## config.mk

```make
export PLATFORM = sky130hd
export DESIGN_NAME = lasw_ctrl
export DESIGN_NICKNAME = d
export VERILOG_FILES = /design/src/rtl/lasw_pkg.sv /design/src/rtl/lasw_sync.sv /design/src/rtl/lasw_hold.sv /design/src/rtl/lasw_seq.sv /design/src/rtl/lasw_ctrl.sv
export SDC_FILE = /design/constraint.sdc
export NUM_CORES = 1
export LEC_CHECK = 0
export BUFFER_PORTS_ARGS = -buffer_cell sky130_fd_sc_hd__buf_2
export CAP_MARGIN = 15
export CORE_MARGIN = 1
export CORE_UTILIZATION = 40
export CTS_CLUSTER_DIAMETER = 200
export CTS_CLUSTER_SIZE = 14
export DETAILED_ROUTE_END_ITERATION = 10
export PLACE_DENSITY = 0.61
export SLEW_MARGIN = 40
export SYNTH_ARGS = -nofsm -noshare
export SYNTH_HDL_FRONTEND = slang
export SYNTH_SLANG_ARGS = --single-unit
```

## constraint.sdc

```tcl
create_clock -name clk -period 3.24 [get_ports clk]
set_clock_uncertainty 0.2 [all_clocks]
set_input_delay 0.486 -clock clk [delete_from_list [all_inputs] [get_ports clk]]
set_output_delay 0.486 -clock clk [all_outputs]
set_load 0.005 [all_outputs]
```

## src/rtl/lasw_pkg.sv

```systemverilog
package lasw_pkg;

  localparam int NUM_SW = 8;
  localparam int CODE_W = 3;

  typedef logic [NUM_SW-1:0] sw_vec_t;
  typedef logic [CODE_W-1:0] code_t;

  typedef enum logic [CODE_W-1:0] {
    OP_TALK    = 3'd0,
    OP_TIN     = 3'd1,
    OP_TOUT    = 3'd2,
    OP_TINOUT  = 3'd3,
    OP_BRIDGE  = 3'd4,
    OP_DROP    = 3'd5,
    OP_OFF6    = 3'd6,
    OP_OFF7    = 3'd7
  } op_e;

  localparam sw_vec_t SW_NONE = '0;

  // Switch groups: bit k of a vector drives switch k+1.
  localparam sw_vec_t GRP_BREAK  = sw_vec_t'(8'b0000_0011);
  localparam sw_vec_t GRP_TOUT   = sw_vec_t'(8'b0000_1100);
  localparam sw_vec_t GRP_TIN    = sw_vec_t'(8'b0011_0000);
  localparam sw_vec_t GRP_BRIDGE = sw_vec_t'(8'b1100_0000);

  function automatic sw_vec_t op_to_switches(input code_t code);
    sw_vec_t v;
    case (op_e'(code))
      OP_TALK:   v = GRP_BREAK;
      OP_TIN:    v = GRP_BREAK | GRP_TIN;
      OP_TOUT:   v = GRP_BREAK | GRP_TOUT;
      OP_TINOUT: v = GRP_TOUT  | GRP_TIN;
      OP_BRIDGE: v = GRP_TIN   | GRP_BRIDGE;
      OP_DROP:   v = GRP_TOUT;
      default:   v = SW_NONE;
    endcase
    return v;
  endfunction

  function automatic logic is_legal_set(input sw_vec_t v);
    return (v == SW_NONE) ||
           (v == GRP_BREAK) ||
           (v == (GRP_BREAK | GRP_TIN)) ||
           (v == (GRP_BREAK | GRP_TOUT)) ||
           (v == (GRP_TOUT | GRP_TIN)) ||
           (v == (GRP_TIN | GRP_BRIDGE)) ||
           (v == GRP_TOUT);
  endfunction

endpackage

```

## src/rtl/lasw_sync.sv

```systemverilog
module lasw_sync #(
  parameter int          WIDTH  = 1,
  parameter int          STAGES = 2,
  parameter logic [WIDTH-1:0] RST_VAL = '0
) (
  input  logic             clk,
  input  logic             rst_n,
  input  logic [WIDTH-1:0] d_i,
  output logic [WIDTH-1:0] q_o
);

  logic [WIDTH-1:0] stage_q [STAGES];

  for (genvar s = 0; s < STAGES; s++) begin : g_stage
    if (s == 0) begin : g_first
      always_ff @(posedge clk or negedge rst_n) begin
        if (!rst_n) stage_q[s] <= RST_VAL;
        else        stage_q[s] <= d_i;
      end
    end else begin : g_next
      always_ff @(posedge clk or negedge rst_n) begin
        if (!rst_n) stage_q[s] <= RST_VAL;
        else        stage_q[s] <= stage_q[s-1];
      end
    end
  end

  assign q_o = stage_q[STAGES-1];

endmodule

```

## src/rtl/lasw_hold.sv

```systemverilog
module lasw_hold
  import lasw_pkg::*;
(
  input  logic    clk,
  input  logic    rst_n,
  input  code_t   code_i,
  input  logic    hold_i,
  output code_t   eff_code_o,
  output sw_vec_t dec_sw_o
);

  code_t held_q;

  // Capture while open, freeze while hold is asserted.
  always_ff @(posedge clk or negedge rst_n) begin
    if (!rst_n)       held_q <= code_t'(OP_OFF7);
    else if (!hold_i) held_q <= code_i;
  end

  // Transparent: while open the live code passes directly.
  assign eff_code_o = hold_i ? held_q : code_i;
  assign dec_sw_o   = op_to_switches(eff_code_o);

  AST_HOLD_FROZEN: assert property (@(posedge clk) disable iff (!rst_n)
    hold_i |=> $stable(held_q)) else $error("held code changed while frozen");

endmodule

```

## src/rtl/lasw_seq.sv

```systemverilog
module lasw_seq
  import lasw_pkg::*;
(
  input  logic    clk,
  input  logic    rst_n,
  input  logic    uvlo_i,
  input  logic    hold_i,
  input  logic    therm_i,
  input  logic    foff_n_i,
  input  sw_vec_t dec_sw_i,
  output sw_vec_t sw_o
);

  logic    armed_q;
  logic    arm_now;
  logic    force_open;
  logic    need_gap;
  sw_vec_t target_sw;
  sw_vec_t sw_q;

  // Interlock: cleared by lockout, set once the latch is seen open
  // while the supply is good.
  assign arm_now = !uvlo_i && (armed_q || !hold_i);

  always_ff @(posedge clk or negedge rst_n) begin
    if (!rst_n) armed_q <= 1'b0;
    else        armed_q <= arm_now;
  end

  // Thermal and external force-off bypass the latch entirely.
  assign force_open = !arm_now || therm_i || !foff_n_i;
  assign target_sw  = force_open ? SW_NONE : dec_sw_i;

  // Break-before-make between two different closed sets.
  assign need_gap = (sw_q != SW_NONE) && (target_sw != SW_NONE) &&
                    (target_sw != sw_q);

  always_ff @(posedge clk or negedge rst_n) begin
    if (!rst_n)        sw_q <= SW_NONE;
    else if (need_gap) sw_q <= SW_NONE;
    else               sw_q <= target_sw;
  end

  assign sw_o = sw_q;

  AST_UVLO_OPEN: assert property (@(posedge clk) disable iff (!rst_n)
    uvlo_i |=> (sw_q == SW_NONE)) else $error("switch closed in lockout");
  AST_LOCK_WAIT: assert property (@(posedge clk) disable iff (!rst_n)
    (!armed_q && hold_i) |=> (sw_q == SW_NONE)) else $error("left lockout without open latch");
  AST_FORCE_OPEN: assert property (@(posedge clk) disable iff (!rst_n)
    !foff_n_i |=> (sw_q == SW_NONE)) else $error("switch closed under force-off");
  AST_THERM_OPEN: assert property (@(posedge clk) disable iff (!rst_n)
    therm_i |=> (sw_q == SW_NONE)) else $error("switch closed in thermal shutdown");
  AST_BREAK_MAKE: assert property (@(posedge clk) disable iff (!rst_n)
    (sw_q != SW_NONE) |=> ((sw_q == $past(sw_q)) || (sw_q == SW_NONE)))
    else $error("direct jump between closed sets");
  AST_LEGAL_SET: assert property (@(posedge clk) disable iff (!rst_n)
    is_legal_set(sw_q)) else $error("illegal switch combination");

endmodule

```

## src/rtl/lasw_ctrl.sv

```systemverilog
module lasw_ctrl
  import lasw_pkg::*;
#(
  parameter int SYNC_STAGES = 2
) (
  input  logic       clk,
  input  logic       rst_n,
  input  logic       ctl_a,
  input  logic       ctl_b,
  input  logic       ctl_c,
  input  logic       latch_en,
  input  logic       uvlo,
  input  logic       therm_sd,
  input  logic       force_off_n,
  output logic [7:0] sw_en,
  output logic       therm_n
);

  // Bundle layout: [6:4] code, [3] hold, [2] uvlo, [1] thermal, [0] force_off_n
  localparam int BUS_W = CODE_W + 4;
  localparam logic [BUS_W-1:0] BUS_RST = {CODE_W'(0), 1'b1, 1'b1, 1'b0, 1'b1};

  logic [BUS_W-1:0] raw_bus;
  logic [BUS_W-1:0] syn_bus;
  code_t   code_s;
  logic    hold_s;
  logic    uvlo_s;
  logic    therm_s;
  logic    foff_n_s;
  code_t   eff_code;
  sw_vec_t dec_sw;
  sw_vec_t sw_vec;

  assign raw_bus = {ctl_a, ctl_b, ctl_c, latch_en, uvlo, therm_sd, force_off_n};

  lasw_sync #(
    .WIDTH   (BUS_W),
    .STAGES  (SYNC_STAGES),
    .RST_VAL (BUS_RST)
  ) u_sync (
    .clk   (clk),
    .rst_n (rst_n),
    .d_i   (raw_bus),
    .q_o   (syn_bus)
  );

  assign code_s   = syn_bus[BUS_W-1 -: CODE_W];
  assign hold_s   = syn_bus[3];
  assign uvlo_s   = syn_bus[2];
  assign therm_s  = syn_bus[1];
  assign foff_n_s = syn_bus[0];

  lasw_hold u_hold (
    .clk        (clk),
    .rst_n      (rst_n),
    .code_i     (code_s),
    .hold_i     (hold_s),
    .eff_code_o (eff_code),
    .dec_sw_o   (dec_sw)
  );

  lasw_seq u_seq (
    .clk      (clk),
    .rst_n    (rst_n),
    .uvlo_i   (uvlo_s),
    .hold_i   (hold_s),
    .therm_i  (therm_s),
    .foff_n_i (foff_n_s),
    .dec_sw_i (dec_sw),
    .sw_o     (sw_vec)
  );

  assign sw_en   = sw_vec;
  assign therm_n = !therm_s;

  AST_THERM_FLAG: assert property (@(posedge clk) disable iff (!rst_n)
    $rose(therm_s) |=> (sw_en == '0)) else $error("thermal entry did not open switches");

endmodule

```

After elaboration in Yosys (flattened, before gate mapping)

Cells that the tools add are included.

Logic and storage cells: 29
Output and inout bits: 9
Register bits: 26

Multiplexer cells: 4
Reduce and logical (&&, ||, !) cells: 14
Eq/ne operators: 6

Operator list:

| operator           | count |
|---|---|
| $pmux 8 s6         | 1 |
| $mux 8             | 2 |
| $reduce_bool 8->1  | 2 |
| $ne 8x8->1         | 1 |
| $eq 3x2->1 const B | 2 |
| $eq 3x3->1 const B | 2 |
| $logic_not 1->1    | 5 |
| $eq 3x1->1 const B | 1 |
| $logic_and 1x1->1  | 3 |
| $logic_not 3->1    | 1 |
| $logic_or 1x1->1   | 3 |
| $mux 3             | 1 |

Longest topological paths before layout

Gate-level depths: netlist of the first run.

Word-level depth: 11
Gate-level depth with buffers: 8
Gate-level depth less buffers: 7

Cells and area by module

A second synthesis of the first run with hierarchy kept.

Cell total of the unflattened synthesis: 98
Area total of the unflattened synthesis: 1194.9 um2

Modules (own cells, without submodules):

| module    | sequential area each (um2) | cells each | area each (um2) | instances |
|---|---|---|---|---|
| lasw_seq  | 225.2                      | 59         | 595.6           | 1 |
| lasw_sync | 357.8                      | 21         | 410.4           | 1 |
| lasw_hold | 78.8                       | 17         | 185.2           | 1 |
| lasw_ctrl | 0.0                        | 1          | 3.8             | 1 |

Worst setup path after synthesis of the first run

Ideal clock, no wire load.

Kind: register to register
From: reg u_sync.stage_q (netlist bit u_sync.q_o[3])
To: reg u_seq.sw_q[3], in the netlist u_seq.sw_o[3]
Buffers on the path: 0
Stages on the path, launching flop included: 7
Arrival: 1931 ps
Clock period less this slack: 2242 ps
Path slack: 998 ps
Library setup time: 111 ps
Data required time: 2929 ps
Path through: dfstp_2 > mux2_4 > or3_1 > a21oi_1 > o211ai_1 > o21a_2 > a2111oi_2

Elaborated cells on any way between the ends: 20
Classes of those cells: eq/ne: 6; mux: 4; reduce/logical: 10

RTL lines:

| item                               | line            | RTL |
|---|---|---|
| start, declared                    | lasw_sync.sv:12 | `logic [WIDTH-1:0] stage_q [STAGES];` |
| start signal, assigned by index    | lasw_sync.sv:23 | `else stage_q[s] <= stage_q[s-1];` |
| $mux 3 *                           | --              |  |
| named net eff_code[1]              | lasw_ctrl.sv:30 | `code_t eff_code;` |
| $eq 3x3->1 (tied with other cells) | lasw_pkg.sv:30  | `case (op_e'(code))` |
| $pmux 8 s6 *                       | lasw_pkg.sv:30  |  |
| $mux 8 *                           | lasw_seq.sv:32  | `assign target_sw = force_open ? SW_NONE : dec_sw_i;` |
| $reduce_bool 8->1                  | lasw_seq.sv:35  | `assign need_gap = (sw_q != SW_NONE) && (target_sw != SW_NONE) &&` |
| $logic_and 1x1->1 (2 in series)    | lasw_seq.sv:35  |  |
| $mux 8 *                           | lasw_seq.sv:40  | `else if (need_gap) sw_q <= SW_NONE;` |
| end signal, assigned               | lasw_seq.sv:41  | `else sw_q <= target_sw;` |
| end, declared                      | lasw_seq.sv:19  | `sw_vec_t sw_q;` |

The timed path passes the listed nets; every way through them passes the cells marked *.

Worst setup path in the final report of the first run

Ends and elaborated chain as after synthesis.

==> impl_metrics.env, run 1 <==
export IMPL_grt_total_usage_pct=14.6
export IMPL_hold_ws_ns=0.0637
export IMPL_ir_drop_mv=0.440
export IMPL_dpl_hpwl_mm=1.14
export IMPL_syn_nets=88
export IMPL_tightest_slew_ns=0.512
export IMPL_hp_class="in2reg"
export IMPL_route_detailed_drc=0
export IMPL_ctsResizeCount=0
export IMPL_worstPathRequired_ns=3.24
export IMPL_synthCells=79
export IMPL_io_buffers=17
export IMPL_via_per_inst=5.16
export IMPL_die_h_um=50.7
export IMPL_worst_path_max_fanout=11
export IMPL_drt_first_pass_iters=4
export IMPL_grt_pass1_vias=622
export IMPL_total_leakage_power_nw=0.492
export IMPL_syn_area_per_cell_um2=12.0
export IMPL_finalSetupTns_ns=0
export IMPL_vias=640
export IMPL_cp_start_kind="register"
export IMPL_area_delta_synth_final_pct=14.9
export IMPL_synth_seq_area_share_pct=59.2
export IMPL_die_w_um=50.7
export IMPL_cts_post_setup_buffers_inserted=0
export IMPL_synth_area_um2=950
export IMPL_antenna_found_initial=0
export IMPL_r2r_start="u_sync.q_o[3]"
export IMPL_synth_distinct_cells=29
export IMPL_drive_above_1_share_pct=37.5
export IMPL_hp_start="uvlo"
export IMPL_numCtsBuffers=3
export IMPL_cts_sink_count=22
export IMPL_final_core_util_pct=48.9
export IMPL_ys_seq_elements=22
export IMPL_finalSetupViolCount=0
export IMPL_ant_nets=0
export IMPL_post_route_min_period_ns=2.53
export IMPL_core_mm2=0.00223
export IMPL_clock_fmax_mhz=396
export IMPL_hold_path_end="u_sync.stage_q[9]"
export IMPL_powerDensity_mw_per_mm2=522
export IMPL_cp_end_kind="register"
export IMPL_r2r_cells=6
export IMPL_fin_crit_sh_pct=78.0
export IMPL_clock_latency_ns=0.30
export IMPL_rows=17
export IMPL_grt_max_degree=23
export IMPL_die_area_mm2=0.00257
export IMPL_place_worst_setup_slack_ns=0.733
export IMPL_r2r_setup_slack_ns=0.71
export IMPL_cts_tree="built"
export IMPL_grt_first_pass_wirelength_mm=2.64
export IMPL_ctsHoldBuffers=1
export IMPL_slew_violations=0
export IMPL_fillCellCount=195
export IMPL_ys_warnings_count=0
export IMPL_htree_num_levels=1
export IMPL_rsz0062_at_grt="false"
export IMPL_drt_first_iter_violations=6
export IMPL_worstSetupPathType="reg2reg"
export IMPL_n_antenna_cell=0
export IMPL_clkSlewWorstSetupHoldPaths_ns=0.12
export IMPL_clock_root_buffer="clkbuf_4"
export IMPL_maxSlewHeadroom_pct=65.7
export IMPL_ctsLongestPathBuffers=2
export IMPL_r2r_end="u_seq.sw_o[3]"
export IMPL_gp_congestion=0.899
export IMPL_wl_per_cell_um=12.4
export IMPL_grt_overflow_total=0
export IMPL_arrival_ns=2.53
export IMPL_drv_cap=0
export IMPL_nNetsFinal=106
export IMPL_routed_wl_mm=1.54
export IMPL_finalWorstSetupSlack_ns=0.714
export IMPL_finalHoldViolations=0
export IMPL_status="completed"
export IMPL_start_util_pct=42.5
export IMPL_io_pins=18
export IMPL_hold_depth=1
==> worst max path at each step <==
stage	startpoint	endpoint	slack [ns]
CTS	u_sync.q_o[3]	u_seq.sw_o[3]	0.71
floorplan	u_sync.q_o[3]	u_seq.sw_o[3]	1.0
global route	u_sync.q_o[3]	u_seq.sw_o[3]	0.62
global placement	u_sync.q_o[3]	u_seq.sw_o[3]	0.82
finish	u_sync.q_o[3]	u_seq.sw_o[3]	0.71
detailed placement	u_sync.q_o[3]	u_seq.sw_o[3]	0.73
==> synthesized netlist by cell type, drive strengths merged <==
library cell	number	share of area, %
nand2	4	1.6
dfstp	9	25
dfrtp	13	34
mux2i	3	3.2
inv	6	2.4
a311oi	2	1.8
nor4b	2	2.5
or4b	1	1.4
a2111oi	1	1.6
nor2	5	2.0
nor3	3	1.6
buf	5	4.3
xor2	1	0.92
or3	1	0.66
a31oi	1	0.66
o21a	1	0.92
nand3	1	0.53
a41oi	1	0.92
o21ai	1	0.53
nor4	2	1.3
a21oi	7	3.7
o2111ai	1	0.92
mux2	1	1.6
nand2b	3	2.0
o21bai	1	0.79
nor2b	1	1.4
o211ai	2	1.6
==> final cells by class <==
cell class / count / area, µm² / area share [%]
clock buffers: 3 / 22.5 / 2.06
inverters: 6 / 22.5 / 2.06
repair buffers: 18 / 95.1 / 8.72
well taps: 28 / 35.0 / 3.21
multi-input cells: 46 / 324 / 29.7
flip-flops and latches: 22 / 562 / 51.5
clock inverters: 1 / 30.0 / 2.75
==> metal layers <==
layer,track usage [%],part of all wire [%],up-vias
met1,17.7,45,297
met5,0,0,-
met4,11.6,3.8,0
met2,22.4,48,25
li1,-,-,312
met3,2.73,3.0,6
==> registers in the layout, summed over array words and instances, names as in the netlist <==
signal,flops
u_seq.armed_q,1
u_sync.stage_q,7
u_hold.held_q,3
u_seq.sw_o,4
u_sync.q_o,7
==> worst max-delay path: stages (launching register included) <==
cell and delay (ns):
dfstp_2 0.68, mux2_4 0.38, or3_1 0.43, a21oi_1 0.17
o211ai_1 0.10, o21a_2 0.16, a2111oi_2 0.33
==> cells in the final DEF (no fill, tap or decap), types with 3 or more instances in the layout <==
cell      netlist  routed
dfrtp_1        13      13
nor3_1          3       3
a21oi_1         7       7
inv_1           6       6
nand2_1         4       4
clkbuf_4        0       3
nand2b_1        3       3
mux2i_1         3       3
nor2_1          5       5
buf_2           0      17
dfstp_2         9       9
==> power breakdown <==
group          internal [W]  switching, W  leakage (nW)
combinational     0.0000248     0.0000326         0.208
sequential         0.000295     0.0000125         0.256
clock              0.000125     0.0000799        0.0279
total              0.000445      0.000125         0.492
==> cells by family after synthesis <==
group / Yosys count / synth area share (%)
flops: 22 / 59.2
simple gates: 23 / 15.0
xor+xnor: 1 / 0.922
compound gates: 18 / 13.4
buf+inv: 11 / 6.72
mux: 4 / 4.74
==> per-stage QoR <==
stage | total power, W | std cells | area (µm²)
6_report | 0.000570 | 124 | 1090
5_1_grt | 0.000597 | 124 | 1090
4_1_cts | 0.000576 | 124 | 1090
3_5_place_dp | 0.000369 | 119 | 1030
3_3_place_gp | 0.000368 | 119 | 1030
2_1_floorplan | 0.000349 | 79 | 950
Note: power is estimated with default switching activity, not from simulation.
==> run 2, diff against run 1 <==
- PLACE_DENSITY: 0.61 -> 0.63
- clock period: 3.24 -> 2.3 ns (I/O delays scaled with it)
==> impl_metrics.env, run 2 (synthesized netlist as in run 1, its figures left out) <==
export IMPL_gp_congestion=0.912
export IMPL_grt_first_pass_wirelength_mm=2.80
export IMPL_layout_commonest_cell="buf_2"
export IMPL_wl_per_cell_um=12.1
export IMPL_arrival_ns=2.30
export IMPL_die_w_um=50.7
export IMPL_clock_latency_ns=0.30
export IMPL_route_detailed_drc=0
export IMPL_finalSetupViolCount=1
export IMPL_start_util_pct=42.5
export IMPL_io_pins=18
export IMPL_antenna_found_initial=0
export IMPL_hp_class="reg2reg"
export IMPL_fillCellCount=193
export IMPL_cp_start_kind="register"
export IMPL_via_per_inst=5.01
export IMPL_vias=681
export IMPL_fin_cells=136
export IMPL_ant_nets=0
export IMPL_r2r_cells=6
export IMPL_cts_tree="built"
export IMPL_drive_above_1_share_pct=44.4
export IMPL_routed_wl_mm=1.65
export IMPL_rsz0062_at_grt="true"
export IMPL_fin_crit_sh_pct=100
export IMPL_drt_first_pass_iters=4
export IMPL_die_h_um=50.7
export IMPL_numCtsBuffers=3
export IMPL_finalWorstSetupSlack_ns=-0.000389
export IMPL_mostFrequentLayoutCells="17 x buf_2, 13 x dfrtp_1, 9 x dfstp_2"
export IMPL_die_area_mm2=0.00257
export IMPL_post_route_min_period_ns=2.30
export IMPL_clock_fmax_mhz=435
export IMPL_dp_cells=124
export IMPL_grt_pass1_vias=700
export IMPL_ctsLongestPathBuffers=2
export IMPL_power_w=0.000758
export IMPL_r2r_end="u_seq.sw_o[3]"
export IMPL_rows=17
export IMPL_drv_cap=0
export IMPL_hold_path_end="u_sync.q_o[5]"
export IMPL_hold_depth=0
export IMPL_ir_drop_mv=0.342
export IMPL_worst_path_max_fanout=4
export IMPL_tightest_slew_ns=0.474
export IMPL_htree_num_levels=1
export IMPL_io_buffers=17
export IMPL_powerDensity_mw_per_mm2=604
export IMPL_cp_end_kind="register"
export IMPL_r2r_start="u_sync.q_o[3]"
export IMPL_worstPathRequired_ns=2.30
export IMPL_r2r_setup_slack_ns=-0.0004
export IMPL_total_leakage_power_nw=0.545
export IMPL_area_delta_synth_final_pct=32.1
export IMPL_worstSetupPathType="reg2reg"
export IMPL_n_antenna_cell=0
export IMPL_core_mm2=0.00223
export IMPL_grt_overflow_total=0
export IMPL_grt_max_degree=23
export IMPL_dpl_hpwl_mm=1.18
export IMPL_nNetsFinal=118
export IMPL_grt_total_usage_pct=14.8
export IMPL_cts_post_setup_buffers_inserted=0
export IMPL_finalHoldViolations=0
export IMPL_maxSlewHeadroom_pct=68.4
export IMPL_slew_violations=0
export IMPL_clkSlewWorstSetupHoldPaths_ns=0.12
export IMPL_cts_sink_count=22
export IMPL_drt_first_iter_violations=6
export IMPL_clock_root_buffer="clkbuf_4"
export IMPL_status="finished, violations left"
export IMPL_violations="negative setup slack"
export IMPL_hp_start="u_sync.stage_q[12]"
-- run 2: area by class of cell --
type / count / area (µm²) / area share [%]
Timing Repair Buffer: 30 / 215 / 17.1
Multi-Input combinational cell: 46 / 384 / 30.6
Sequential cell: 22 / 562 / 44.8
Tap cell: 28 / 35.0 / 2.79
Clock buffer: 4 / 36.3 / 2.89
Inverter: 6 / 22.5 / 1.79
-- run 2: what timing repair did --
item                       4_1_cts  5_1_grt
pin swaps                        1        0
hold endpoints to repair        20        0
hold buffers                     8        0
gates resized for setup          5        5
setup endpoints to repair        1        4
-- run 2: per-layer routing --
| layer | vias up | global-route usage [%] | routed length, µm |
|---|---|---|---|
| met2 | 17 | 25.8 | 858 |
| met3 | 0 | 4.55 | 56 |
| met4 | 0 | 5.09 | 0 |
| li1 | 334 | - | - |
| met5 | - | 0 | 0 |
| met1 | 330 | 17.2 | 734 |
-- run 2: how the worst max path moves through the flow --
stage                         end           from
finish              u_seq.sw_o[3]  u_sync.q_o[3]
global route        u_seq.sw_o[4]  u_sync.q_o[3]
CTS                 u_seq.sw_o[3]  u_sync.q_o[3]
detailed placement  u_seq.sw_o[3]  u_sync.q_o[3]
global placement    u_seq.sw_o[3]  u_sync.q_o[3]
floorplan           u_seq.sw_o[3]  u_sync.q_o[3]
-- run 2: report_power, final --
group	total (W)	switching, W	leakage, nW	internal (W)
combinational	0.000118	0.0000568	0.268	0.0000611
clock	0.000206	0.000110	0.0210	0.0000964
sequential	0.000434	0.0000186	0.256	0.000416
-- run 2: worst max-delay path, cell delays in order (launching register included) --
cell	delay (ns)
dfstp_2	0.60
mux2_4	0.31
or3_4	0.39
a21oi_2	0.13
o211ai_1	0.09
o21a_2	0.16
a2111oi_4	0.32
-- run 2: through the flow --
| stage | area (µm²) | worst slack (ns) | TNS, ns | hold slack (ns) | util (%) |
|---|---|---|---|---|---|
| after floorplan | 950 | 0.0579 | 0 | -0.151 | - |
| after global placement | 1080 | 0.00563 | 0 | 0.123 | 48.3 |
| after detailed placement | 1080 | -0.0576 | -0.0576 | 0.125 | 48.3 |
| after CTS | 1230 | -0.00655 | -0.00655 | 0.164 | 54.9 |
| after global routing | 1250 | -0.0631 | -0.170 | 0.172 | 56.2 |
| final | 1250 | -0.000389 | -0.000389 | 0.161 | 56.2 |
==> run 3, diff against run 2 <==
- ABC_AREA: unset -> 1
- CORE_MARGIN: 1 -> 8
==> impl_metrics.env, run 3 <==
export IMPL_synth_compound_area_share_pct=5.85
export IMPL_die_h_um=64.5
export IMPL_synth_largest_area_cell="dfrtp_1"
export IMPL_vias=656
export IMPL_synth_enable_flop_cells=0
export IMPL_ys_seq_elements=22
export IMPL_hold_ws_ns=0.160
export IMPL_die_w_um=64.5
export IMPL_synth_area_um2=941
export IMPL_cp_start_kind="register"
export IMPL_post_route_min_period_ns=1.80
export IMPL_cts_tree="built"
export IMPL_synth_distinct_cells=18
export IMPL_ctsLongestPathBuffers=2
export IMPL_gp_congestion=0.855
export IMPL_clkSlewWorstSetupHoldPaths_ns=0.11
export IMPL_antenna_found_initial=0
export IMPL_htree_num_levels=1
export IMPL_route_detailed_drc=0
export IMPL_core_mm2=0.00221
export IMPL_grt_overflow_total=0
export IMPL_ys_warnings_count=0
export IMPL_r2r_end="u_seq.sw_o[6]"
export IMPL_synth_seq_area_share_pct=59.7
export IMPL_start_util_pct=42.5
export IMPL_grt_total_usage_pct=8.44
export IMPL_die_area_mm2=0.00416
export IMPL_finalSetupTns_ns=0
export IMPL_hp_start="u_sync.stage_q[9]"
export IMPL_final_cell_area_mm2=0.00115
export IMPL_grt_pass1_vias=709
export IMPL_dpl_hpwl_mm=1.19
export IMPL_arrival_ns=1.82
export IMPL_tightest_slew_ns=0.459
export IMPL_n_antenna_cell=0
export IMPL_via_per_inst=4.46
export IMPL_worst_path_max_fanout=4
export IMPL_drive_above_1_share_pct=39.5
export IMPL_ys_flop_type="dfrtp_1"
export IMPL_synth_xor_area_share_pct=0
export IMPL_powerDensity_mw_per_mm2=623
export IMPL_synth_simple_gate_area_share_pct=25.3
export IMPL_fillCellCount=218
export IMPL_io_pins=18
export IMPL_cts_sink_count=22
export IMPL_drv_cap=0
export IMPL_io_buffers=17
export IMPL_dpl_cell_area_mm2=0.00103
export IMPL_routed_wl_mm=1.58
export IMPL_synth_mux_area_share_pct=0
export IMPL_hold_path_end="u_sync.q_o[2]"
export IMPL_syn_nets=103
export IMPL_ir_drop_mv=0.362
export IMPL_yosys_top_cells_count="20 x nand2_1, 14 x inv_1, 13 x dfrtp_1"
export IMPL_slew_violations=0
export IMPL_yosys_area_share_adder_pct=0
export IMPL_layout_commonest_cell="nand2_1"
export IMPL_ctsResizeCount=0
export IMPL_async_flop_share_pct=100
export IMPL_wl_per_cell_um=10.8
export IMPL_status="completed"
export IMPL_rsz0062_at_grt="false"
export IMPL_synthCells=94
export IMPL_yosysMostFrequentCell="nand2_1"
export IMPL_grt_max_degree=23
export IMPL_worstSetupPathType="reg2reg"
export IMPL_drt_first_pass_iters=4
export IMPL_rows=17
export IMPL_clock_fmax_mhz=557
export IMPL_r2r_start="u_hold.held_q[2]"
export IMPL_synth_area_leaders="dfrtp_1 35%, dfstp_2 25%, nand2_1 8.0%"
export IMPL_register_area_um2=562
export IMPL_fin_crit_sh_pct=78.1
export IMPL_worstPathRequired_ns=2.33
export IMPL_mostFrequentLayoutCells="20 x nand2_1, 17 x buf_2, 14 x inv_1"
export IMPL_multiInputGateArea_um2=293
export IMPL_numCtsBuffers=3
export IMPL_clock_root_buffer="clkbuf_4"
export IMPL_ant_nets=0
export IMPL_area_delta_synth_final_pct=21.9
export IMPL_cp_end_kind="register"
export IMPL_hold_depth=0
export IMPL_grt_first_pass_wirelength_mm=2.82
export IMPL_r2r_cells=10
export IMPL_hp_class="reg2reg"
export IMPL_cts_post_setup_buffers_inserted=0
export IMPL_drt_first_iter_violations=11
export IMPL_maxSlewHeadroom_pct=69.0
export IMPL_syn_area_per_cell_um2=10.0
export IMPL_finalHoldViolations=0
export IMPL_synth_top_family_by_area="simple AND/OR/NAND/NOR gates"
export IMPL_finalSetupViolCount=0
export IMPL_total_leakage_power_nw=0.578
export IMPL_r2r_setup_slack_ns=0.50
export IMPL_nNetsFinal=129
export IMPL_synth_top_area_share_pct=34.6
export IMPL_clock_latency_ns=0.30
-- run 3: final cells by class --
class / instances / area share (%)
repair buffers: 25 / 14.4
flip-flops and latches: 22 / 49.0
inverters: 15 / 4.91
multi-input cells: 53 / 25.5
clock buffers: 4 / 3.16
well taps: 28 / 3.05
-- run 3: cells by family after synthesis --
kind of cell,count (synthesis)
AO/OA/AOI/OAI,8
buffers and inverters,19
flip-flops,22
AND/OR/NAND/NOR,45
-- run 3: timing repair --
item / CTS / global route
endpoints found under the setup margin: 0 / 0
endpoints found under the hold margin: 20 / 0
hold buffers: 8 / 0
-- run 3: worst max-delay path by stage --
stage	startpoint	to	slack, ns	cells after the start
6_report	u_hold.held_q[2]	u_seq.sw_o[6]	0.50	10
5_1_grt	u_hold.held_q[2]	u_seq.sw_o[1]	0.28	10
4_1_cts	u_hold.held_q[2]	u_seq.sw_o[6]	0.49	10
3_5_place_dp	u_hold.held_q[2]	u_seq.sw_o[6]	0.52	10
3_3_place_gp	u_sync.q_o[3]	u_seq.sw_o[1]	0.52	10
2_1_floorplan	u_sync.q_o[3]	u_seq.sw_o[1]	0.68	11
-- run 3: stage by stage --
| stage | instances | total power, W | utilization, % | worst slack, ns |
|---|---|---|---|---|
| after global routing | 147 | 0.000754 | 51.9 | 0.279 |
| after floorplan | 94 | 0.000483 | - | 0.680 |
| after detailed placement | 135 | 0.000509 | 46.6 | 0.516 |
| after CTS | 147 | 0.000728 | 51.9 | 0.492 |
| after global placement | 135 | 0.000507 | 46.6 | 0.517 |
| final | 147 | 0.000715 | 51.9 | 0.505 |
-- run 3: worst max-delay path, cell delays in order, from the launching register on --
cell     delay [ns]
dfstp_2        0.53
inv_1          0.06
nand2_1        0.06
o21ai_0        0.18
nand2_1        0.13
nand3_1        0.10
nand2_1        0.07
nand2_1        0.05
nor2_2         0.11
nand2_2        0.08
a21oi_1        0.14
-- run 3: metal layers --
metal	GRT usage, %	routed length, µm
met5	0	0
met1	7.91	645
met3	3.61	104
met2	15.7	823
met4	3.54	8
-- run 3: power by group --
group / internal [W] / switching (W) / total, W / leakage [nW]
combinational: 0.0000355 / 0.0000519 / 0.0000874 / 0.302
sequential: 0.000414 / 0.00000968 / 0.000424 / 0.256
clock: 0.0000964 / 0.000107 / 0.000204 / 0.0210
total: 0.000546 / 0.000169 / 0.000715 / 0.578
